[src/rtl/card_ctl_pkg.sv]
package card_ctl_pkg;

   typedef enum logic [2:0] {
      ST_IDLE     = 3'd0,
      ST_PRESENT  = 3'd1,
      ST_TEST     = 3'd2,
      ST_CODE_ERR = 3'd3,
      ST_GRANTED  = 3'd4,
      ST_OUT      = 3'd5
   } cc_state_e;

   localparam int SEL_CNT = 0;
   localparam int SEL_EXP = 1;
   localparam int SEL_ENT = 2;
   localparam int NUM_REGS = 3;

endpackage

[src/rtl/dup_reg.sv]
module dup_reg #(
   parameter int W = 16
) (
   input  logic         clk,
   input  logic         rst_n,
   input  logic         ld_i,
   input  logic [W-1:0] d_i,
   input  logic         flip_i,
   input  logic [W-1:0] mask_i,
   output logic [W-1:0] q_o,
   output logic         err_o
);

   logic [W-1:0] work_q;
   logic [W-1:0] shadow_q;
   logic [W-1:0] work_nxt;
   logic [W-1:0] flip_bits;

   generate
      if (W < 1) begin : g_bad_w
         $error("dup_reg: W must be at least 1");
      end
   endgenerate

   assign flip_bits = flip_i ? mask_i : '0;
   assign work_nxt  = (ld_i ? d_i : work_q) ^ flip_bits;

   always_ff @(posedge clk or negedge rst_n) begin
      if (!rst_n) begin
         work_q   <= '0;
         shadow_q <= '0;
      end else begin
         work_q <= work_nxt;
         if (ld_i) shadow_q <= d_i;
      end
   end

   assign q_o   = work_q;
   assign err_o = (work_q != shadow_q);

   // without injection, a clean register stays clean
   p_clean_stays_r9: assert property (@(posedge clk) disable iff (!rst_n)
      (!flip_i && !err_o) |=> !err_o);

   // a nonzero flip is always detected one cycle later
   p_flip_seen_r10: assert property (@(posedge clk) disable iff (!rst_n)
      (flip_i && (mask_i != '0)) |=> err_o);

   // a load without flip repairs the register
   p_reload_heals_r10: assert property (@(posedge clk) disable iff (!rst_n)
      (ld_i && !flip_i) |=> !err_o);

endmodule

[src/rtl/card_ctl_next.sv]
module card_ctl_next
   import card_ctl_pkg::*;
#(
   parameter int CODE_W  = 16,
   parameter int CNT_W   = 2,
   parameter int MAX_TRY = 3
) (
   input  cc_state_e             state_i,
   input  logic                  insert_i,
   input  logic                  cancel_i,
   input  logic                  validate_i,
   input  logic                  done_i,
   input  logic                  taken_i,
   input  logic [CODE_W-1:0]     card_code_i,
   input  logic [CODE_W-1:0]     user_code_i,
   input  logic [CNT_W-1:0]      cnt_q_i,
   input  logic                  match_i,
   input  logic                  err_i,
   output cc_state_e             state_nxt_o,
   output logic                  cnt_ld_o,
   output logic [CNT_W-1:0]      cnt_d_o,
   output logic                  exp_ld_o,
   output logic [CODE_W-1:0]     exp_d_o,
   output logic                  ent_ld_o,
   output logic [CODE_W-1:0]     ent_d_o
);

   localparam logic [CNT_W-1:0] TRY_LIM = CNT_W'(MAX_TRY);
   localparam logic [CNT_W-1:0] CNT_ONE = CNT_W'(1);

   logic below_lim;
   assign below_lim = (cnt_q_i < TRY_LIM);

   always_comb begin
      state_nxt_o = state_i;
      cnt_ld_o    = 1'b0;
      cnt_d_o     = cnt_q_i;
      exp_ld_o    = 1'b0;
      exp_d_o     = '0;
      ent_ld_o    = 1'b0;
      ent_d_o     = '0;
      unique case (state_i)
         ST_IDLE: begin
            if (insert_i) begin
               state_nxt_o = ST_PRESENT;
               cnt_ld_o    = 1'b1;
               cnt_d_o     = CNT_ONE;
               exp_ld_o    = 1'b1;
               exp_d_o     = card_code_i;
            end
         end
         ST_PRESENT: begin
            if (validate_i && !cancel_i) begin
               ent_ld_o = 1'b1;
               ent_d_o  = user_code_i;
            end
            if (cancel_i || err_i)  state_nxt_o = ST_OUT;
            else if (validate_i)    state_nxt_o = ST_TEST;
         end
         ST_TEST: begin
            if (!match_i && below_lim) begin
               cnt_ld_o = 1'b1;
               cnt_d_o  = cnt_q_i + CNT_ONE;
            end
            if (err_i)          state_nxt_o = ST_OUT;
            else if (match_i)   state_nxt_o = ST_GRANTED;
            else if (below_lim) state_nxt_o = ST_PRESENT;
            else                state_nxt_o = ST_CODE_ERR;
         end
         ST_CODE_ERR: begin
            exp_ld_o    = 1'b1;
            ent_ld_o    = 1'b1;
            state_nxt_o = ST_IDLE;
         end
         ST_GRANTED: begin
            if (cancel_i || done_i || err_i) state_nxt_o = ST_OUT;
         end
         ST_OUT: begin
            if (taken_i) begin
               exp_ld_o    = 1'b1;
               ent_ld_o    = 1'b1;
               state_nxt_o = ST_IDLE;
            end
         end
         default: state_nxt_o = ST_IDLE;
      endcase
   end

endmodule

[src/rtl/card_ctl_out.sv]
module card_ctl_out
   import card_ctl_pkg::*;
#(
   parameter int CNT_W   = 2,
   parameter int MAX_TRY = 3
) (
   input  cc_state_e        state_i,
   input  logic             cancel_i,
   input  logic             done_i,
   input  logic [CNT_W-1:0] cnt_q_i,
   input  logic             match_i,
   input  logic             err_i,
   output logic             eject_o,
   output logic             retain_o,
   output logic             start_o
);

   localparam logic [CNT_W-1:0] TRY_LIM = CNT_W'(MAX_TRY);

   logic in_test, in_present, in_granted;
   assign in_test    = (state_i == ST_TEST);
   assign in_present = (state_i == ST_PRESENT);
   assign in_granted = (state_i == ST_GRANTED);

   assign start_o  = !err_i && ((in_test && match_i) ||
                                (in_granted && !cancel_i && !done_i));
   assign retain_o = in_test && !match_i && (cnt_q_i >= TRY_LIM) && !err_i;
   assign eject_o  = (in_granted && (cancel_i || done_i || err_i)) ||
                     (in_present && (cancel_i || err_i)) ||
                     (in_test && err_i);

endmodule

[src/rtl/card_access_ctl.sv]
module card_access_ctl
   import card_ctl_pkg::*;
#(
   parameter int CODE_W  = 16,
   parameter int CNT_W   = 2,
   parameter int MAX_TRY = 3
) (
   input  logic              clk,
   input  logic              rst_n,
   input  logic              card_insert_i,
   input  logic              cancel_i,
   input  logic              validate_i,
   input  logic              ops_done_i,
   input  logic              card_taken_i,
   input  logic [CODE_W-1:0] card_code_i,
   input  logic [CODE_W-1:0] user_code_i,
   input  logic              inj_valid_i,
   input  logic [1:0]        inj_sel_i,
   input  logic [CODE_W-1:0] inj_mask_i,
   output logic              eject_o,
   output logic              retain_o,
   output logic              start_ops_o,
   output logic              err_o
);

   localparam int NUM_CODE = 2;

   generate
      if (MAX_TRY < 1 || MAX_TRY > (1 << CNT_W) - 1) begin : g_bad_try
         $error("card_access_ctl: MAX_TRY must fit in CNT_W bits and be >= 1");
      end
      if (CNT_W > CODE_W) begin : g_bad_cnt
         $error("card_access_ctl: CNT_W must not exceed CODE_W");
      end
   endgenerate

   cc_state_e state_q, state_nxt;

   logic [NUM_REGS-1:0]              flip;
   logic [NUM_REGS-1:0]              reg_err;
   logic                             cnt_ld;
   logic [CNT_W-1:0]                 cnt_d, cnt_q;
   logic [NUM_CODE-1:0]              code_ld;
   logic [NUM_CODE-1:0][CODE_W-1:0]  code_d, code_q;
   logic                             match, err_any;

   always_comb begin
      flip = '0;
      if (inj_valid_i && (int'(inj_sel_i) < NUM_REGS)) flip[inj_sel_i] = 1'b1;
   end

   dup_reg #(.W(CNT_W)) u_cnt (
      .clk    (clk),
      .rst_n  (rst_n),
      .ld_i   (cnt_ld),
      .d_i    (cnt_d),
      .flip_i (flip[SEL_CNT]),
      .mask_i (inj_mask_i[CNT_W-1:0]),
      .q_o    (cnt_q),
      .err_o  (reg_err[SEL_CNT])
   );

   for (genvar g = 0; g < NUM_CODE; g++) begin : g_code
      dup_reg #(.W(CODE_W)) u_code (
         .clk    (clk),
         .rst_n  (rst_n),
         .ld_i   (code_ld[g]),
         .d_i    (code_d[g]),
         .flip_i (flip[SEL_EXP + g]),
         .mask_i (inj_mask_i),
         .q_o    (code_q[g]),
         .err_o  (reg_err[SEL_EXP + g])
      );
   end

   assign match   = (code_q[0] == code_q[1]);
   assign err_any = |reg_err;
   assign err_o   = err_any;

   card_ctl_next #(.CODE_W(CODE_W), .CNT_W(CNT_W), .MAX_TRY(MAX_TRY)) u_next (
      .state_i     (state_q),
      .insert_i    (card_insert_i),
      .cancel_i    (cancel_i),
      .validate_i  (validate_i),
      .done_i      (ops_done_i),
      .taken_i     (card_taken_i),
      .card_code_i (card_code_i),
      .user_code_i (user_code_i),
      .cnt_q_i     (cnt_q),
      .match_i     (match),
      .err_i       (err_any),
      .state_nxt_o (state_nxt),
      .cnt_ld_o    (cnt_ld),
      .cnt_d_o     (cnt_d),
      .exp_ld_o    (code_ld[0]),
      .exp_d_o     (code_d[0]),
      .ent_ld_o    (code_ld[1]),
      .ent_d_o     (code_d[1])
   );

   card_ctl_out #(.CNT_W(CNT_W), .MAX_TRY(MAX_TRY)) u_out (
      .state_i  (state_q),
      .cancel_i (cancel_i),
      .done_i   (ops_done_i),
      .cnt_q_i  (cnt_q),
      .match_i  (match),
      .err_i    (err_any),
      .eject_o  (eject_o),
      .retain_o (retain_o),
      .start_o  (start_ops_o)
   );

   always_ff @(posedge clk or negedge rst_n) begin
      if (!rst_n) state_q <= ST_IDLE;
      else        state_q <= state_nxt;
   end

   // an error blocks access and card retention
   p_err_blocks_r11: assert property (@(posedge clk) disable iff (!rst_n)
      err_o |-> (!start_ops_o && !retain_o));

   // code-error state always falls back to idle
   p_codeerr_idle_r6: assert property (@(posedge clk) disable iff (!rst_n)
      (state_q == ST_CODE_ERR) |=> (state_q == ST_IDLE));

   // card-out holds until the card is taken
   p_out_wait_r8: assert property (@(posedge clk) disable iff (!rst_n)
      ((state_q == ST_OUT) && !card_taken_i) |=> (state_q == ST_OUT));

   // granting access and ejecting never coincide
   p_excl_r4: assert property (@(posedge clk) disable iff (!rst_n)
      $onehot0({start_ops_o, eject_o, retain_o}));

   // a cancel in card-present always leads to card-out
   p_cancel_out_r3: assert property (@(posedge clk) disable iff (!rst_n)
      ((state_q == ST_PRESENT) && cancel_i) |=> (state_q == ST_OUT));

endmodule

[config.mk]
export PLATFORM = sky130hd
export DESIGN_NAME = card_access_ctl
export DESIGN_NICKNAME = d
export VERILOG_FILES = /design/src/rtl/card_ctl_pkg.sv /design/src/rtl/dup_reg.sv /design/src/rtl/card_ctl_next.sv /design/src/rtl/card_ctl_out.sv /design/src/rtl/card_access_ctl.sv
export SDC_FILE = /design/constraint.sdc
export NUM_CORES = 1
export LEC_CHECK = 0
export ABC_CLOCK_PERIOD_IN_PS = 4700
export CORE_AREA = 2 2 99 101
export DETAILED_ROUTE_END_ITERATION = 12
export DIE_AREA = 0 0 101 103
export MAX_ROUTING_LAYER = met4
export PLACE_DENSITY = 0.68
export SLEW_MARGIN = 10
export SYNTH_ARGS = -nofsm -noshare
export SYNTH_HDL_FRONTEND = slang
export SYNTH_HIERARCHICAL = 1
export SYNTH_SLANG_ARGS = --single-unit
[constraint.sdc]
create_clock -name clk -period 4.7 [get_ports clk]
set_input_delay 0.705 -clock clk [delete_from_list [all_inputs] [get_ports clk]]
set_output_delay 0.705 -clock clk [all_outputs]
set_load 0.02 [all_outputs]
==> flow_metrics.py, run 1 <==
metrics = {
    "clock_tree": {
        "clock-sinks": 71,
        "clk_pin_slew_ns": 0.07,
        "cts-root-buf": "clkbuf_8",
        "cts_setup_buffers": 0,
        "cts_hold_buffers": 0,
        "cts_resized": 0,
        "cts_tree": "done",
        "clk_path_buf_depth": 2,
        "clk_latency_ns": 0.34,
        "cts_buffers": 9,
        "cts.htree.levels": 3,
    },
    "place": {
        "dp_hpwl_mm": 6.78,
        "port_buffers": 61,
        "placed_area_um2": 4830,
        "gp_congestion": 0.789,
    },
    "floorplan": {
        "die_w_um": 101,
        "boundaryPins": 62,
        "start_util_pct": 44.3,
        "rows": 36,
        "die_area_um2": 10400,
        "die_h_um": 103,
        "coreArea_um2": 9460,
    },
    "synthesis": {
        "synth_edf_count": 0,
        "synthCells": 371,
        "yosysUniqueCellTypes": 44,
        "syn-num-nets": 430,
        "synth-seq-cells": 71,
        "ys.flop_type": "dfrtp_1",
        "yosysWarnings": 6,
        "avgSynthCellArea_um2": 11.3,
        "synth_area_um2": 4190,
        "synth_area_leaders": "dfrtp_1 42%, xor2_1 14%, mux2_2 9.4%",
        "async_flop_share_pct": 100,
        "seq_area_frac_synth_pct": 42.4,
        "synth_top_cell_area_share_pct": 42.4,
        "yosysTopAreaCell": "dfrtp_1",
    },
    "setup_path": {
        "worst-endpoint-arrival_ns": 3.35,
        "worstSetupPathType": "reg2out",
        "crit_required_ns": 3.99,
        "startpoint_type": "flop",
        "end_kind": "output pin",
        "r2r_slack_ns": 1.92,
        "worstPathMaxFanout": 9,
    },
    "timing": {
        "fin_tns_setup_ns": 0,
        "period_needed_ns": 4.05,
        "final_max_slew_viol_count": 0,
        "hold_violations": 0,
        "tightest_slew_ns": 0.852,
        "rsz0062_at_grt": "no",
        "fin_skew_ns": 0.00552,
        "setup_viol": 0,
        "period_share_pct": 86.2,
        "max_freq_mhz": 247,
        "hold_ws_ns": 0.451,
        "slew_headroom_pct": 43.0,
    },
    "detailed_routing": {
        "drc": 0,
        "ant_nets": 0,
        "via_per_inst": 5.17,
        "dr.pass1.iters": 4,
        "wl_mm": 9.07,
        "vias": 2834,
        "first_iter_violations": 74,
        "wl_per_cell_um": 16.6,
    },
    "power_and_ir_drop": {
        "p_leak_nw": 2.20,
        "total_power_mw": 2.67,
        "irDropWorstVdd_mv": 0.253,
        "powerDensity_nw_per_um2": 532,
    },
    "global_routing": {
        "grt_pass1_vias": 3002,
        "grt_pass1_wl_mm": 15.0,
        "antenna_found_initial": 0,
        "grt_max_degree": 38,
        "grt.total_usage_pct": 19.4,
        "grt_overflow": 0,
    },
    "layout": {
        "fillerInstances": 869,
        "final_cell_mix": "71 x dfrtp_1, 67 x xor2_1, 60 x clkdlybuf4s50_1",
        "design_area_um2": 5020,
        "nNetsFinal": 488,
        "areaGrowthSynthToFinish_pct": 19.7,
        "final_common_cell": "dfrtp_1",
        "drive_above_1_share_pct": 14.1,
        "antennaDiodeCount": 0,
    },
    "run_status": {
        "status": "complete, no violations",
    },
    "flow_run": {
        "maxCapViolations": 0,
    },
    "hold_path": {
        "hp-class": "in2async",
    },
}
-- layer usage --
| metal | track usage [%] | vias up | part of all wire (%) |
|---|---|---|---|
| met5 | - | - | 0 |
| met4 | 5.41 | 0 | 1.0 |
| met3 | 3.80 | 11 | 3.3 |
| met2 | 33.8 | 55 | 51 |
| met1 | 23.1 | 1388 | 44 |
| li1 | - | 1380 | - |
-- final cells by class --
type,instances,area (um^2),area share (%)
clock inverters,4,45.0,0.897
multi-input cells,281,2280,45.3
inverters,2,7.51,0.149
repair buffers,64,628,12.5
clock buffers,12,145,2.89
flip-flops and latches,71,1780,35.4
well taps,114,143,2.84
-- sequential cells by signal (all words and copies together) (netlist names) --
name,cells
g_code.u_code/q_o,32
g_code.u_code/shadow_q,32
state_q,3
u_cnt/q_o,2
u_cnt/shadow_q,2
-- final timing paths --
kind                                                        endpoint  depth (start not counted)                                startpoint
setup / recovery                                            retain_o                          7         g_code[0].u_code/q_o[0]$_DFF_PN0_
hold / removal                                  state_q[0]$_DFF_PN0_                          1                                     rst_n
setup reg to reg                                state_q[1]$_DFF_PN0_                          7         g_code[0].u_code/q_o[0]$_DFF_PN0_
hold reg to reg             g_code[1].u_code/shadow_q[2]$_DFFE_PN0P_                          1  g_code[1].u_code/shadow_q[2]$_DFFE_PN0P_
max in group asynchronous  g_code[1].u_code/shadow_q[12]$_DFFE_PN0P_                          2                                     rst_n
min in group clk            g_code[1].u_code/shadow_q[2]$_DFFE_PN0P_                          1  g_code[1].u_code/shadow_q[2]$_DFFE_PN0P_
-- Yosys cell counts, types with 2 or more instances --
master	count
and3b_1	2
nor2b_1	3
buf_2	3
nand2b_1	2
and2_1	32
xor2_1	67
clkbuf_2	3
nor4_1	8
mux2_2	35
or3_1	2
nor3b_1	2
nand4_1	6
nand2_1	37
dfrtp_1	71
inv_1	2
mux2i_1	35
xnor2_1	18
nor4_4	2
or2_2	2
a22oi_1	2
buf_8	2
nor3_1	2
a21oi_1	2
buf_6	5
nor2_1	3
buf_4	4
o21ai_0	2
-- stage by stage --
stage               setup WS, ns  std cells  util, %
global placement            1.21        532     51.1
floorplan                   1.95        371        -
global route               0.543        548     53.1
finish                     0.650        548     53.1
CTS                        0.736        548     53.1
detailed placement          1.12        532     51.1
-- worst max-delay path, cell delays in order (launching register included) --
cell and delay (ns):
dfrtp_1 0.42, xor2_1 0.18, nor4_1 0.50, nand4_1 0.21
or3_1 0.56, nor4b_1 0.35, and3_1 0.19, clkdlybuf4s50_1 0.60
-- power breakdown --
group          internal [mW]  switching (mW)  total (mW)
registers              0.828           0.271        1.10
clock network          0.257           0.218       0.475
logic                  0.580           0.516        1.10
-- logic make-up after synthesis --
group	Yosys count	share of synthesized area, %
flops	71	42.4
fa+ha+maj	1	0.298
buf+inv	19	3.67
xor+xnor	85	17.8
simple gates	112	16.1
compound gates	13	2.06
mux	70	17.8
No activity file was read; power rests on OpenSTA's default activity.
==> run 2: changes to the inputs <==
Settings changed: GPL_TIMING_DRIVEN set to 0.
==> run 2 against run 1 <==
Register-to-register slack is essentially flat. Clock power grew 16%. First-iteration DRC count shrank 27%. Critical endpoint unchanged. Highest routed layer unchanged.
==> flow_metrics.py, run 2 (synthesis gave the netlist of run 1 again) <==
metrics = {
    "clock_tree": {
        "cts.htree.levels": 3,
        "clock-sinks": 71,
        "cts_setup_buffers": 0,
        "clk_latency_ns": 0.35,
        "cts_resized": 0,
        "clk_pin_slew_ns": 0.08,
        "cts_hold_buffers": 0,
        "cts-root-buf": "clkbuf_8",
        "cts_buffers": 9,
        "cts_tree": "done",
        "clk_path_buf_depth": 2,
    },
    "setup_path": {
        "ff2ff_path_depth": 7,
        "worst-endpoint-arrival_ns": 3.37,
        "regToRegEndpoint": "state_q[1]$_DFF_PN0_",
        "crit_required_ns": 3.99,
        "startpoint_type": "flop",
        "worstPathMaxFanout": 9,
        "worstSetupPathType": "reg2out",
        "reg2reg_from": "g_code[0].u_code/q_o[14]$_DFF_PN0_",
        "end_kind": "output pin",
        "r2r_slack_ns": 1.92,
    },
    "floorplan": {
        "boundaryPins": 62,
        "die_area_um2": 10400,
        "coreArea_um2": 9460,
        "rows": 36,
        "die_w_um": 101,
        "die_h_um": 103,
        "start_util_pct": 44.3,
    },
    "flow_run": {
        "maxCapViolations": 0,
    },
    "power_and_ir_drop": {
        "p_leak_nw": 2.30,
        "powerDensity_nw_per_um2": 544,
        "irDropWorstVdd_mv": 0.209,
    },
    "hold_path": {
        "hp-class": "in2async",
    },
    "timing": {
        "fin_ws_ns": 0.623,
        "slew_headroom_pct": 45.6,
        "max_freq_mhz": 245,
        "hold_violations": 0,
        "period_needed_ns": 4.08,
        "tightest_slew_ns": 0.809,
        "fin_tns_setup_ns": 0,
        "period_share_pct": 86.7,
        "setup_viol": 0,
        "fin_skew_ns": 0.0112,
        "rsz0062_at_grt": "no",
        "final_max_slew_viol_count": 0,
    },
    "layout": {
        "final_common_cell": "dfrtp_1",
        "nNetsFinal": 503,
        "fillerInstances": 862,
        "final_cell_mix": "71 x dfrtp_1, 67 x xor2_1, 60 x clkdlybuf4s50_1",
        "drive_above_1_share_pct": 16.9,
        "areaGrowthSynthToFinish_pct": 23.9,
        "antennaDiodeCount": 0,
    },
    "place": {
        "gp_congestion": 0.771,
        "dp_hpwl_mm": 7.14,
        "dp_slack_ns": 1.05,
        "port_buffers": 61,
    },
    "detailed_routing": {
        "drc": 0,
        "wl_per_cell_um": 16.5,
        "wl_mm": 9.29,
        "vias": 2893,
        "dr.pass1.iters": 4,
        "first_iter_violations": 54,
        "ant_nets": 0,
        "via_per_inst": 5.14,
    },
    "global_routing": {
        "grt.total_usage_pct": 20.0,
        "grt_pass1_vias": 3029,
        "grt_overflow": 0,
        "grt_pass1_wl_mm": 15.3,
        "antenna_found_initial": 0,
        "grt_max_degree": 57,
    },
    "run_status": {
        "status": "complete, no violations",
    },
}
==> run 2: cell count changes in the layout (fill, tap and decap cells not counted), moves of 2 or more <==
cell | before | now
buf_8 | 0 | 2
buf_6 | 0 | 5
buf_4 | 3 | 5
clkbuf_2 | 0 | 3
buf_2 | 1 | 3
clkinv_2 | 3 | 1
==> run 2: cell type report <==
class	count	area, um^2	area share [%]
clock buffers	11	141	2.72
well taps	114	143	2.75
multi-input cells	281	2260	43.6
inverters	2	7.51	0.145
clock inverters	5	81.3	1.57
flip-flops and latches	71	1780	34.2
repair buffers	62	636	12.2
plain buffers	17	146	2.82
==> run 2: metal layers <==
layer	share of wire [%]	GRT usage, %	vias up
met4	1.5	6.96	0
met5	0	-	-
li1	-	-	1409
met1	46	25.3	1419
met2	50	33.0	53
met3	2.7	2.71	12
==> run 2: worst max-delay path by stage <==
stage	from	end	slack, ns	cells after the start
floorplan	g_code[0].u_code/q_o[1]$_DFF_PN0_	retain_o	1.95	6
global placement	rst_n	g_code[0].u_code/shadow_q[10]$_DFFE_PN0P_	0.38	1
detailed placement	g_code[0].u_code/q_o[14]$_DFF_PN0_	retain_o	1.05	7
CTS	g_code[0].u_code/q_o[14]$_DFF_PN0_	retain_o	0.64	7
global route	g_code[0].u_code/q_o[14]$_DFF_PN0_	retain_o	0.43	7
finish	g_code[0].u_code/q_o[14]$_DFF_PN0_	retain_o	0.62	7
==> run 2: power by group <==
part           internal [mW]  leakage [nW]  switching (mW)  total (mW)
Sequential             0.828         0.944           0.248        1.08
Combinational          0.638          1.25           0.559        1.20
Clock                  0.314         0.110           0.238       0.552
Total                   1.78          2.30            1.05        2.83
==> run 2: critical path: stages (launching register included) <==
cell	delay (ns)
dfrtp_1	0.43
xor2_1	0.16
nor4_1	0.52
nand4_1	0.23
or3_1	0.56
nor4b_1	0.32
and3_1	0.19
clkdlybuf4s50_1	0.59
==> run 2: through the flow <==
stage               utilization [%]  hold slack [ns]  total power [mW]  cell area [um^2]  std cells
detailed placement             52.6            0.517              2.29              4970        547
global placement               52.3            0.510              2.25              4950        546
floorplan                         -            0.409              1.95              4190        371
CTS                            54.9            0.219              2.85              5190        563
global route                   54.9            0.226              3.03              5190        563
finish                         54.9            0.225              2.83              5190        563
